--- src/rtl/pdh_pkg.sv ---
// Package: shared types for the power-down hold unit.
// Assumes nothing beyond IEEE 1800-2017.
package pdh_pkg;
    typedef enum logic {
        PDH_RUN  = 1'b0,
        PDH_HOLD = 1'b1
    } pdh_state_e;
endpackage

--- src/rtl/pdh_keeper.sv ---
// Module: pdh_keeper
// Resolves each pin to a logic level. A driven pin reads its raw level,
// an undriven pin reads the last level it was driven to.
// Assumes pin_drv is a clean per-pin flag sampled on clk.
module pdh_keeper #(
    parameter int W = 8
) (
    input  logic         clk,
    input  logic         rst_n,
    input  logic [W-1:0] pin_in,
    input  logic [W-1:0] pin_drv,
    output logic [W-1:0] lvl
);
    logic [W-1:0] keep_q;

    // Remember the level of every pin that is being driven.
    always_ff @(posedge clk) begin
        if (!rst_n) keep_q <= '0;
        else        keep_q <= (pin_drv & pin_in) | (~pin_drv & keep_q);
    end

    // Driven pins pass through, floating pins report the stored level.
    always_comb lvl = (pin_drv & pin_in) | (~pin_drv & keep_q);


    keeper_float_chk: assert property (@(posedge clk) disable iff (!rst_n)
        $past(rst_n) |-> ((~pin_drv & (lvl ^ $past(lvl))) == '0));
endmodule

--- src/rtl/pdh_freeze.sv ---
// Module: pdh_freeze
// Register bank that loads its input every clock unless told to hold.
// Assumes hold is a registered-domain signal valid at the rising edge.
module pdh_freeze #(
    parameter int W = 8
) (
    input  logic         clk,
    input  logic         rst_n,
    input  logic         hold,
    input  logic [W-1:0] d,
    output logic [W-1:0] q
);
    // Capture the source value when not frozen.
    always_ff @(posedge clk) begin
        if (!rst_n)     q <= '0;
        else if (!hold) q <= d;
    end
endmodule

--- src/rtl/pd_hold_unit.sv ---
// Module: pd_hold_unit
// Power-down hold control for a pin group. Pins REQ_A and REQ_B are the
// request pins when pd_en is set; either one high freezes all presented
// signals, pin levels and output state. Keepers resolve floating pins.
// Assumes pd_en is a static configuration bit, changed only with care.
module pd_hold_unit
    import pdh_pkg::*;
#(
    parameter int NSIG  = 16,
    parameter int NPIN  = 8,
    parameter int REQ_A = 0,
    parameter int REQ_B = 1
) (
    input  logic            clk,
    input  logic            rst_n,
    input  logic            pd_en,
    input  logic            prog_abort,
    input  logic [NSIG-1:0] core_sig,
    input  logic [NPIN-1:0] pin_in,
    input  logic [NPIN-1:0] pin_drv,
    input  logic [NPIN-1:0] out_val,
    input  logic [NPIN-1:0] out_en,
    output logic [NSIG-1:0] sig_q,
    output logic [NPIN-1:0] pin_rd,
    output logic [NPIN-1:0] pad_val,
    output logic [NPIN-1:0] pad_oe,
    output logic            pd_active
);
    localparam int PACK_W = 3 * NPIN;

    logic [NPIN-1:0]   lvl;
    logic [NPIN-1:0]   role_mask;
    logic              pd_now;
    pdh_state_e        state;
    logic [PACK_W-1:0] pin_pack_d;
    logic [PACK_W-1:0] pin_pack_q;
    logic [NPIN-1:0]   pin_h;
    logic [NPIN-1:0]   oe_h;

    // Pin keepers for the whole group, including the request pins.
    pdh_keeper #(.W(NPIN)) u_keep (
        .clk(clk), .rst_n(rst_n), .pin_in(pin_in), .pin_drv(pin_drv), .lvl(lvl)
    );

    // Request pins give up their logic role when the feature is armed.
    for (genvar i = 0; i < NPIN; i++) begin : g_mask
        assign role_mask[i] = pd_en && ((i == REQ_A) || (i == REQ_B));
    end

    // Either request level high starts or prolongs the hold.
    always_comb pd_now = pd_en && (lvl[REQ_A] || lvl[REQ_B]);

    // Track the hold state; the hold ends on the first clear edge.
    always_ff @(posedge clk) begin
        if (!rst_n) state <= PDH_RUN;
        else        state <= pd_now ? PDH_HOLD : PDH_RUN;
    end

    // Internal signals frozen while held.
    pdh_freeze #(.W(NSIG)) u_sig (
        .clk(clk), .rst_n(rst_n), .hold(pd_now), .d(core_sig), .q(sig_q)
    );

    // Pin levels, output values and enables frozen together.
    always_comb pin_pack_d = {oe_d_of(out_en), out_val, lvl};

    pdh_freeze #(.W(PACK_W)) u_pin (
        .clk(clk), .rst_n(rst_n), .hold(pd_now), .d(pin_pack_d), .q(pin_pack_q)
    );

    function automatic logic [NPIN-1:0] oe_d_of(input logic [NPIN-1:0] e);
        return e;
    endfunction

    // Unpack frozen state and apply pin-role masking and abort override.
    always_comb begin
        pin_h     = pin_pack_q[NPIN-1:0];
        pad_val   = pin_pack_q[2*NPIN-1:NPIN];
        oe_h      = pin_pack_q[PACK_W-1:2*NPIN];
        pin_rd    = pin_h & ~role_mask;
        pad_oe    = prog_abort ? '0 : (oe_h & ~role_mask);
        pd_active = (state == PDH_HOLD);
    end


    follow_chk: assert property (@(posedge clk) disable iff (!rst_n)
        ($past(rst_n) && !$past(pd_now)) |-> (sig_q == $past(core_sig)));


    hold_stable_chk: assert property (@(posedge clk) disable iff (!rst_n)
        pd_active |-> ($stable(sig_q) && $stable(pad_val)));


    disarmed_chk: assert property (@(posedge clk) disable iff (!rst_n)
        !pd_en |=> !pd_active);


    oe_stay_off_chk: assert property (@(posedge clk) disable iff (!rst_n)
        (pd_active && $past(pd_active) && $past(rst_n) && !$past(prog_abort)
         && $stable(pd_en)) |-> ((pad_oe & ~$past(pad_oe)) == '0));


    float_req_chk: assert property (@(posedge clk) disable iff (!rst_n)
        (pd_active && pd_en && !pin_drv[REQ_A] && !pin_drv[REQ_B]) |=> pd_active);
endmodule

--- config.mk ---
export PLATFORM = sky130hd
export DESIGN_NAME = pd_hold_unit
export DESIGN_NICKNAME = d
export VERILOG_FILES = /design/src/rtl/pdh_pkg.sv /design/src/rtl/pdh_keeper.sv /design/src/rtl/pdh_freeze.sv /design/src/rtl/pd_hold_unit.sv
export SDC_FILE = /design/constraint.sdc
export NUM_CORES = 1
export LEC_CHECK = 0
export ABC_CLOCK_PERIOD_IN_PS = 3770
export CAP_MARGIN = 10
export CORE_MARGIN = 2
export CORE_UTILIZATION = 44
export CTS_CLUSTER_DIAMETER = 40
export DETAILED_ROUTE_END_ITERATION = 6
export PLACE_DENSITY_LB_ADDON = 0.08
export SYNTH_ARGS = -nofsm -noshare
export SYNTH_HDL_FRONTEND = slang
export SYNTH_SLANG_ARGS = --single-unit
--- constraint.sdc ---
create_clock -name clk -period 3.77 [get_ports clk]
set_clock_uncertainty 0.1 [all_clocks]
set_input_delay 0.9425 -clock clk [delete_from_list [all_inputs] [get_ports clk]]
set_output_delay 0.9425 -clock clk [all_outputs]
set_load 0.01 [all_outputs]
Word-level counts from Yosys, hierarchy flattened
Index checks and enable logic that the tools add are counted.

storage, ports and cells
  bits in registers = 49
  input port bits = 52
  output and inout port bits = 41
  word-level logic and storage cells = 15

operators by class
  multiplexer cells = 2
  bitwise gates (word level) = 7
  reductions and logical operators = 2

operator list
  cell                 count
  AND 8 bit            4
  two-way mux 8 bit    1
  inverter 2 -> 8 bit  1
  inverter 8 bit       1
  bitwise OR 8 bit     1
  logical AND 1 bit    1
  logical OR 1 bit     1
  two-way mux 1 bit    1

Depth between registers and ports, before layout
Gate-level depths: netlist of run 1.

  depth after elaboration = 6
  gate-level depth with buffers = 5
  depth with buffers taken out = 3

Cells and area by module
Synthesis of run 1 repeated with hierarchy kept, for this count alone.

unflattened totals
  cell total of the unflattened synthesis = 165
  area, all modules = 1980.6 um^2

modules (own cells, without submodules)
  module               instances  cells each  area each (um^2)  sequential area each (um^2)
  pdh_freeze at u_pin  1          77          929.6             480.5
  pdh_freeze at u_sig  1          51          615.6             320.3
  pdh_keeper           1          24          332.8             160.2
  pd_hold_unit         1          13          102.6             20.0

Worst setup path before layout of run 1
OpenSTA, ideal clock, no wires.

  kind = in2out
  start point = input prog_abort
  end point = output pad_oe[0]
  arrival = 1.263 ns
  slack = 1.464 ns
  stages = 1
  buffers on the path = 0
  path through = nor3b_1

on the way
  word-level cells in the longest chain between the ends = 1

RTL lines
  element            line                RTL
  from (decl)        pd_hold_unit.sv:17  input logic prog_abort,
  two-way mux 8 bit  pd_hold_unit.sv:81  pad_oe = prog_abort ? '0 : (oe_h & ~role_mask);
  to (decl)          pd_hold_unit.sv:26  output logic [NPIN-1:0] pad_oe,

Every way passes these cells.

Worst setup path in the final report of run 1
  start point = input pd_en
  end point = output pad_oe[1]

on the way
  word-level cells in the longest chain between the ends = 3

RTL lines
  element              line                RTL
  from (decl)          pd_hold_unit.sv:16  input logic pd_en,
  inverter 2 -> 8 bit  pd_hold_unit.sv:81
  AND 8 bit            pd_hold_unit.sv:81
  two-way mux 8 bit    pd_hold_unit.sv:81

Every way passes these cells.

==> reports/metrics.yaml, run 1 <==
outcome:
  outcome: "completed"
synthesis:
  syn_area_um2: 2060
  synth_ff_type: "dfxtp_1"
  synth_edf_count: 0
  yosysMostFrequentCell: "nand2_1"
  synthCells: 219
  syn_nets: 271
  ys_ff_latch: 49
  avgSynthCellArea_um2: 9.39
  ys_types: 19
  async_flop_share_pct: 0
  ys_top_cells_by_area: "dfxtp_1, mux2i_1, nand2_1, buf_4, mux2_2"
  yosys.area.top_type: "dfxtp_1"
  synth_common_cells: "nand2_1, dfxtp_1, mux2i_1"
  yosysSeqAreaShare_pct: 47.7
  yosys_warnings: 0
  synth_top_area_share_pct: 47.7
place:
  placed_area_um2: 2890
  dp_hpwl_mm: 2.96
  gp_congestion: 0.694
  io_buffers: 92
critical_path:
  crit_family: "buffers and inverters"
  crit_type: "input pin to primary output"
  endpoint_kind: "primary output"
  cp-start-kind: "input pin"
  slowest_delay_ps: 580
  reg2reg_from: "u_keep.keep_q[0]"
  arrival_ps: 2330
  startpoint: "pd_en"
  cp.required_ps: 2730
  cp_max_fo: 8
  crit_path_top_delay_cell: "clkdlybuf4s50_1"
  worstPathCellList: "clkdlybuf4s50_1, nor3b_1, clkdlybuf4s50_1"
  cp_num_buf_inv: 2
  cpMostUsedCell: "clkdlybuf4s50_1"
layout:
  area_growth_syn_to_layout_pct: 44.5
  final_core_util_pct: 67.3
  nets: 346
  antennaDiodeCount: 0
  drive_gt1_share_pct: 6.46
  post-route-cell-area_um2: 2970
power:
  p_per_area_nw_per_um2: 373
  power_frac_comb_pct: 21.0
  ir_worst_vdd_v: 0.000255
  clkPwrFrac_pct: 27.1
  seqPwrFrac_pct: 51.9
  leakagePower_nw: 1.34
  swShare_pct: 23.4
  p_int_mw: 0.849
  switchingPower_mw: 0.260
route:
  dr.pass1.iters: 3
  wl_per_cell_um: 11.7
  drc_errors: 0
  num_vias: 1588
  drt-initial-drc-count: 58
  wl_mm: 4.05
  drtAntennaViolNets: 0
  viasPerCell: 4.59
timing:
  period_needed_ps: 3380
  setup_viol: 0
  fin_crit_sh_pct: 89.6
  timing_hold_violations_final: 0
  fmaxAchievable_ghz: 0.296
  drv_slew: 0
  setup-tns-final_ps: 0
  max-slew-margin-rel_pct: 61.7
  tightest_slew_ps: 571
  rsz0062_at_grt: "false"
run:
  maxCapViolations: 0
die:
  die_h_um: 72.4
  num_rows: 24
  die-area_um2: 5240
  coreArea_um2: 4410
  num_io_pins: 93
  dieWidth_um: 72.4
  start_util_pct: 46.6
clock_network:
  htree_levels: 2
  cts_buffers: 5
  root_buffer: "clkbuf_8"
  cts-resized-gates: 0
  cts.clk_slew.worst_paths_ps: 80
  cts_hold_buf: 0
  cts_setup_buffers: 0
  cts_sinks: 49
  clock_tree.buffer_depth: 2
  clkLatencyLatePin_ps: 290
  tritoncts: "built"
min_path:
  hp-start: "u_pin.q[19]"
  hold_path_class: "flip-flop to flip-flop"
global_route:
  grt_pass1_wl_mm: 6.54
  gr-total-overflow: 0
  grt_start_max_net_pins: 45
  antenna_found_initial: 0
  grt_util_all_layers_pct: 16.0
  grt_pass1_vias: 1463
[cells by family after synthesis]
family	share of synthesized area [%]
multiplexers	20.1
AND/OR/NAND/NOR	17.6
flip-flops	47.7
AO/OA/AOI/OAI	4.20
buffers and inverters	10.3
[layer usage]
layer | track usage, % | wire length, µm
met2 | 25.9 | 1980
met1 | 19.4 | 1720
met4 | 4.32 | 18
met5 | 0 | 0
met3 | 7.22 | 327
[cells in the final DEF, fill, tap and decap left out, types with 2 or more instances in the layout]
master,Yosys,final
dfxtp_1,49,49
o21ai_0,2,2
clkdlybuf4s50_1,0,91
mux2_2,7,7
and2_1,2,2
mux2i_1,32,32
clkbuf_8,0,6
a2bb2oi_1,6,6
nor2b_1,8,8
nand2_1,72,72
buf_4,14,2
nor3b_1,2,2
nand3b_1,2,2
inv_1,7,7
[worst reg2reg max path, stage by stage, from the launching register on]
cell,delay [ps]
dfxtp_1,310
mux2_4,300
o21ai_4,150
buf_4,390
mux2i_1,250
[through the flow]
| stage | setup WS (ps) | cells | total power, mW | hold slack, ps |
|---|---|---|---|---|
| floorplan | 1460 | 219 | 0.713 | 330 |
| global placement | 381 | 339 | 0.820 | 341 |
| detailed placement | 367 | 339 | 0.824 | 347 |
| CTS | 367 | 346 | 1.13 | 360 |
| global route | 306 | 346 | 1.17 | 377 |
| finish | 393 | 346 | 1.11 | 356 |
[final cells by class]
type	instances	area, µm²
fillers	391	1440
flip-flops and latches	49	981
repair buffers	95	951
multi-input cells	136	863
clock buffers	7	86.3
well taps	52	65.1
inverters	7	26.3
[worst paths after layout]
check,endpoint,slack (ps),cells after the start
min,u_pin.q[19],360,2
max reg2reg,u_sig.q[0],2210,4
max,pad_oe[1],390,3
min reg2reg,u_pin.q[19],360,2
[registers in the layout (all words and copies together) (netlist names)]
register / count
pd_active: 1
u_keep.keep_q: 8
u_sig.q: 16
u_pin.q: 24
[power by group through the flow]
stage | registers (mW) | clock network (mW) | logic, mW
floorplan | 0.591 | 0 | 0.122
global placement | 0.587 | 0 | 0.233
detailed placement | 0.587 | 0 | 0.236
CTS | 0.576 | 0.316 | 0.237
global route | 0.581 | 0.334 | 0.253
finish | 0.575 | 0.300 | 0.233
No activity file was read; power rests on OpenSTA's default activity.
==> inputs of run 2 (changes only) <==
- SLEW_MARGIN: not set -> 25
==> results of run 2 <==
Final layout, timing and power as in run 1 (identical DEF).
==> inputs of run 3 (changes only) <==
- CTS_BUF_LIST: not set -> sky130_fd_sc_hd__clkbuf_4 sky130_fd_sc_hd__clkbuf_8 sky130_fd_sc_hd__clkbuf_16
==> run 3 against run 2 <==
Compared with the run above: critical path depth unchanged; sequential share of layout area about the same; clock-buffer cell count unchanged; worst hold slack about the same; first-iteration DRC count down 8.6%; design area up 0.13%; utilization up 0.085 points; register-to-register slack about the same; setup slack unchanged; combinational power about the same; non-clock buffer count unchanged; final cell count unchanged.
==> reports/metrics.yaml, run 3 (synthesized netlist as in run 1, its figures left out) <==
outcome:
  outcome: "completed"  # unchanged
critical_path:
  arrival_ps: 2330  # about the same
  cp-start-kind: "input pin"  # unchanged
  rr_endpoint: "u_sig.q[10]"  # was u_sig.q[0]
  endpoint_kind: "primary output"  # unchanged
  cp_max_fo: 8  # unchanged
  timing.reg2reg.setup_slack_ps: 2210  # about the same
  crit_type: "input pin to primary output"  # unchanged
  cp.required_ps: 2730  # about the same
  reg2reg_from: "u_keep.keep_q[0]"  # unchanged
  worst-r2r-cell-count: 4  # unchanged
die:
  die-area_um2: 5240  # unchanged
  num_io_pins: 93  # unchanged
  coreArea_um2: 4410  # unchanged
  start_util_pct: 46.6  # unchanged
  dieWidth_um: 72.4  # unchanged
  die_h_um: 72.4  # unchanged
  num_rows: 24  # unchanged
clock_network:
  root_buffer: "clkbuf_8"  # unchanged
  cts_hold_buf: 0  # unchanged
  cts_sinks: 49  # unchanged
  cts-resized-gates: 0  # unchanged
  clock_tree.buffer_depth: 2  # unchanged
  cts_buffers: 5  # unchanged
  htree_levels: 2  # unchanged
  clkLatencyLatePin_ps: 290  # about the same
  tritoncts: "built"  # unchanged
  cts.clk_slew.worst_paths_ps: 80  # about the same
  cts_setup_buffers: 0  # unchanged
timing:
  setup_slack_ps: 393  # unchanged
  timing_hold_violations_final: 0  # unchanged
  fin_crit_sh_pct: 89.6  # unchanged
  fmaxAchievable_ghz: 0.296  # unchanged
  rsz0062_at_grt: "false"  # unchanged
  setup_viol: 0  # unchanged
  max-slew-margin-rel_pct: 61.7  # unchanged
  setup-tns-final_ps: 0  # unchanged
  drv_slew: 0  # unchanged
  period_needed_ps: 3380  # unchanged
  tightest_slew_ps: 571  # unchanged
layout:
  final_cells: 346  # unchanged
  drive_gt1_share_pct: 6.80  # was 6.46%
  top_register: "u_pin.q"  # unchanged
  nets: 346  # unchanged
  antennaDiodeCount: 0  # unchanged
  layout_common_cells: "clkdlybuf4s50_1, nand2_1, dfxtp_1"  # unchanged
  top_regs: "u_pin.q (24), u_sig.q (16), u_keep.keep_q (8)"  # unchanged
  final_common_cell: "clkdlybuf4s50_1"  # unchanged
  largest_reg_flops: 24  # unchanged
  area_growth_syn_to_layout_pct: 44.7  # was 44.5%
global_route:
  grt_util_all_layers_pct: 16.0  # unchanged
  grt_pass1_wl_mm: 6.53  # was 6.54 mm
  gr-total-overflow: 0  # unchanged
  antenna_found_initial: 0  # unchanged
  grt_pass1_vias: 1465  # was 1463
  grt_start_max_net_pins: 45  # unchanged
power:
  leakagePower_nw: 1.35  # was 1.34 nW
  swShare_pct: 23.4  # about the same
  ir_worst_vdd_v: 0.000255  # about the same
  p_int_mw: 0.856  # was 0.849 mW
  switchingPower_mw: 0.261  # was 0.260 mW
  p_per_area_nw_per_um2: 375  # was 373 nW/µm²
  seqPwrFrac_pct: 51.5  # was 51.9%
  clkPwrFrac_pct: 27.6  # was 27.1%
  power_frac_comb_pct: 20.9  # was 21.0%
route:
  drt-initial-drc-count: 53  # was 58
  dr.pass1.iters: 5  # was 3
  num_vias: 1587  # was 1588
  drtAntennaViolNets: 0  # unchanged
  viasPerCell: 4.59  # about the same
  wl_per_cell_um: 11.7  # about the same
  drc_errors: 0  # unchanged
  wl_mm: 4.06  # was 4.05 mm
min_path:
  min_path_cells: 2  # unchanged
  hp-start: "u_pin.q[19]"  # unchanged
  hold_end: "u_pin.q[19]"  # unchanged
  hold_path_class: "flip-flop to flip-flop"  # unchanged
place:
  placed_cells: 339  # unchanged
  dp_hpwl_mm: 2.96  # unchanged
  io_buffers: 92  # unchanged
  dp_slack_ps: 367  # unchanged
  gp_congestion: 0.694  # unchanged
run:
  maxCapViolations: 0  # unchanged
run 3: changes by cell type in the layout (fill, tap and decap cells not counted):
| cell | previous run | this run |
|---|---|---|
| clkbuf_1 | 1 | 0 |
| clkbuf_4 | 0 | 1 |
run 3: critical path: stages:
cell             delay, ps
clkdlybuf4s50_1        580
nor3b_1                250
clkdlybuf4s50_1        560
run 3: cell type report:
| type | count | area [µm²] |
|---|---|---|
| sequential | 49 | 981 |
| clock buffer | 7 | 90.1 |
| inverter | 7 | 26.3 |
| timing repair buffer | 95 | 951 |
| fill | 390 | 1440 |
| tap | 52 | 65.1 |
| multi-input combinational | 136 | 863 |
run 3: worst max path at each step:
| stage | startpoint | end | slack [ps] | cells past startpoint |
|---|---|---|---|---|
| 2_1_floorplan | prog_abort | pad_oe[0] | 1460 | 1 |
| 3_3_place_gp | pd_en | pad_oe[1] | 380 | 3 |
| 3_5_place_dp | pd_en | pad_oe[1] | 370 | 3 |
| 4_1_cts | pd_en | pad_oe[1] | 370 | 3 |
| 5_1_grt | pd_en | pad_oe[1] | 310 | 3 |
| 6_report | pd_en | pad_oe[1] | 390 | 3 |
run 3: through the flow:
stage          cell area [µm²]  hold WS [ps]  util (%)  power [mW]
3_3_place_gp              2890           341      65.4       0.820
6_report                  2980           356      67.4        1.12
4_1_cts                   2980           360      67.4        1.14
5_1_grt                   2980           377      67.4        1.17
2_1_floorplan             2060           330         -       0.713
3_5_place_dp              2890           347      65.4       0.824
run 3: power by group through the flow:
stage	Sequential (mW)	Clock, mW	Combinational (mW)
4_1_cts	0.576	0.324	0.237
5_1_grt	0.581	0.341	0.253
2_1_floorplan	0.591	0	0.122
3_5_place_dp	0.587	0	0.236
6_report	0.575	0.309	0.233
3_3_place_gp	0.587	0	0.233
run 3: per-layer routing:
| metal | routed length [µm] | global-route usage (%) |
|---|---|---|
| met3 | 327 | 7.22 |
| met2 | 1980 | 25.9 |
| met4 | 18 | 4.32 |
| met1 | 1730 | 19.4 |
| met5 | 0 | 0 |
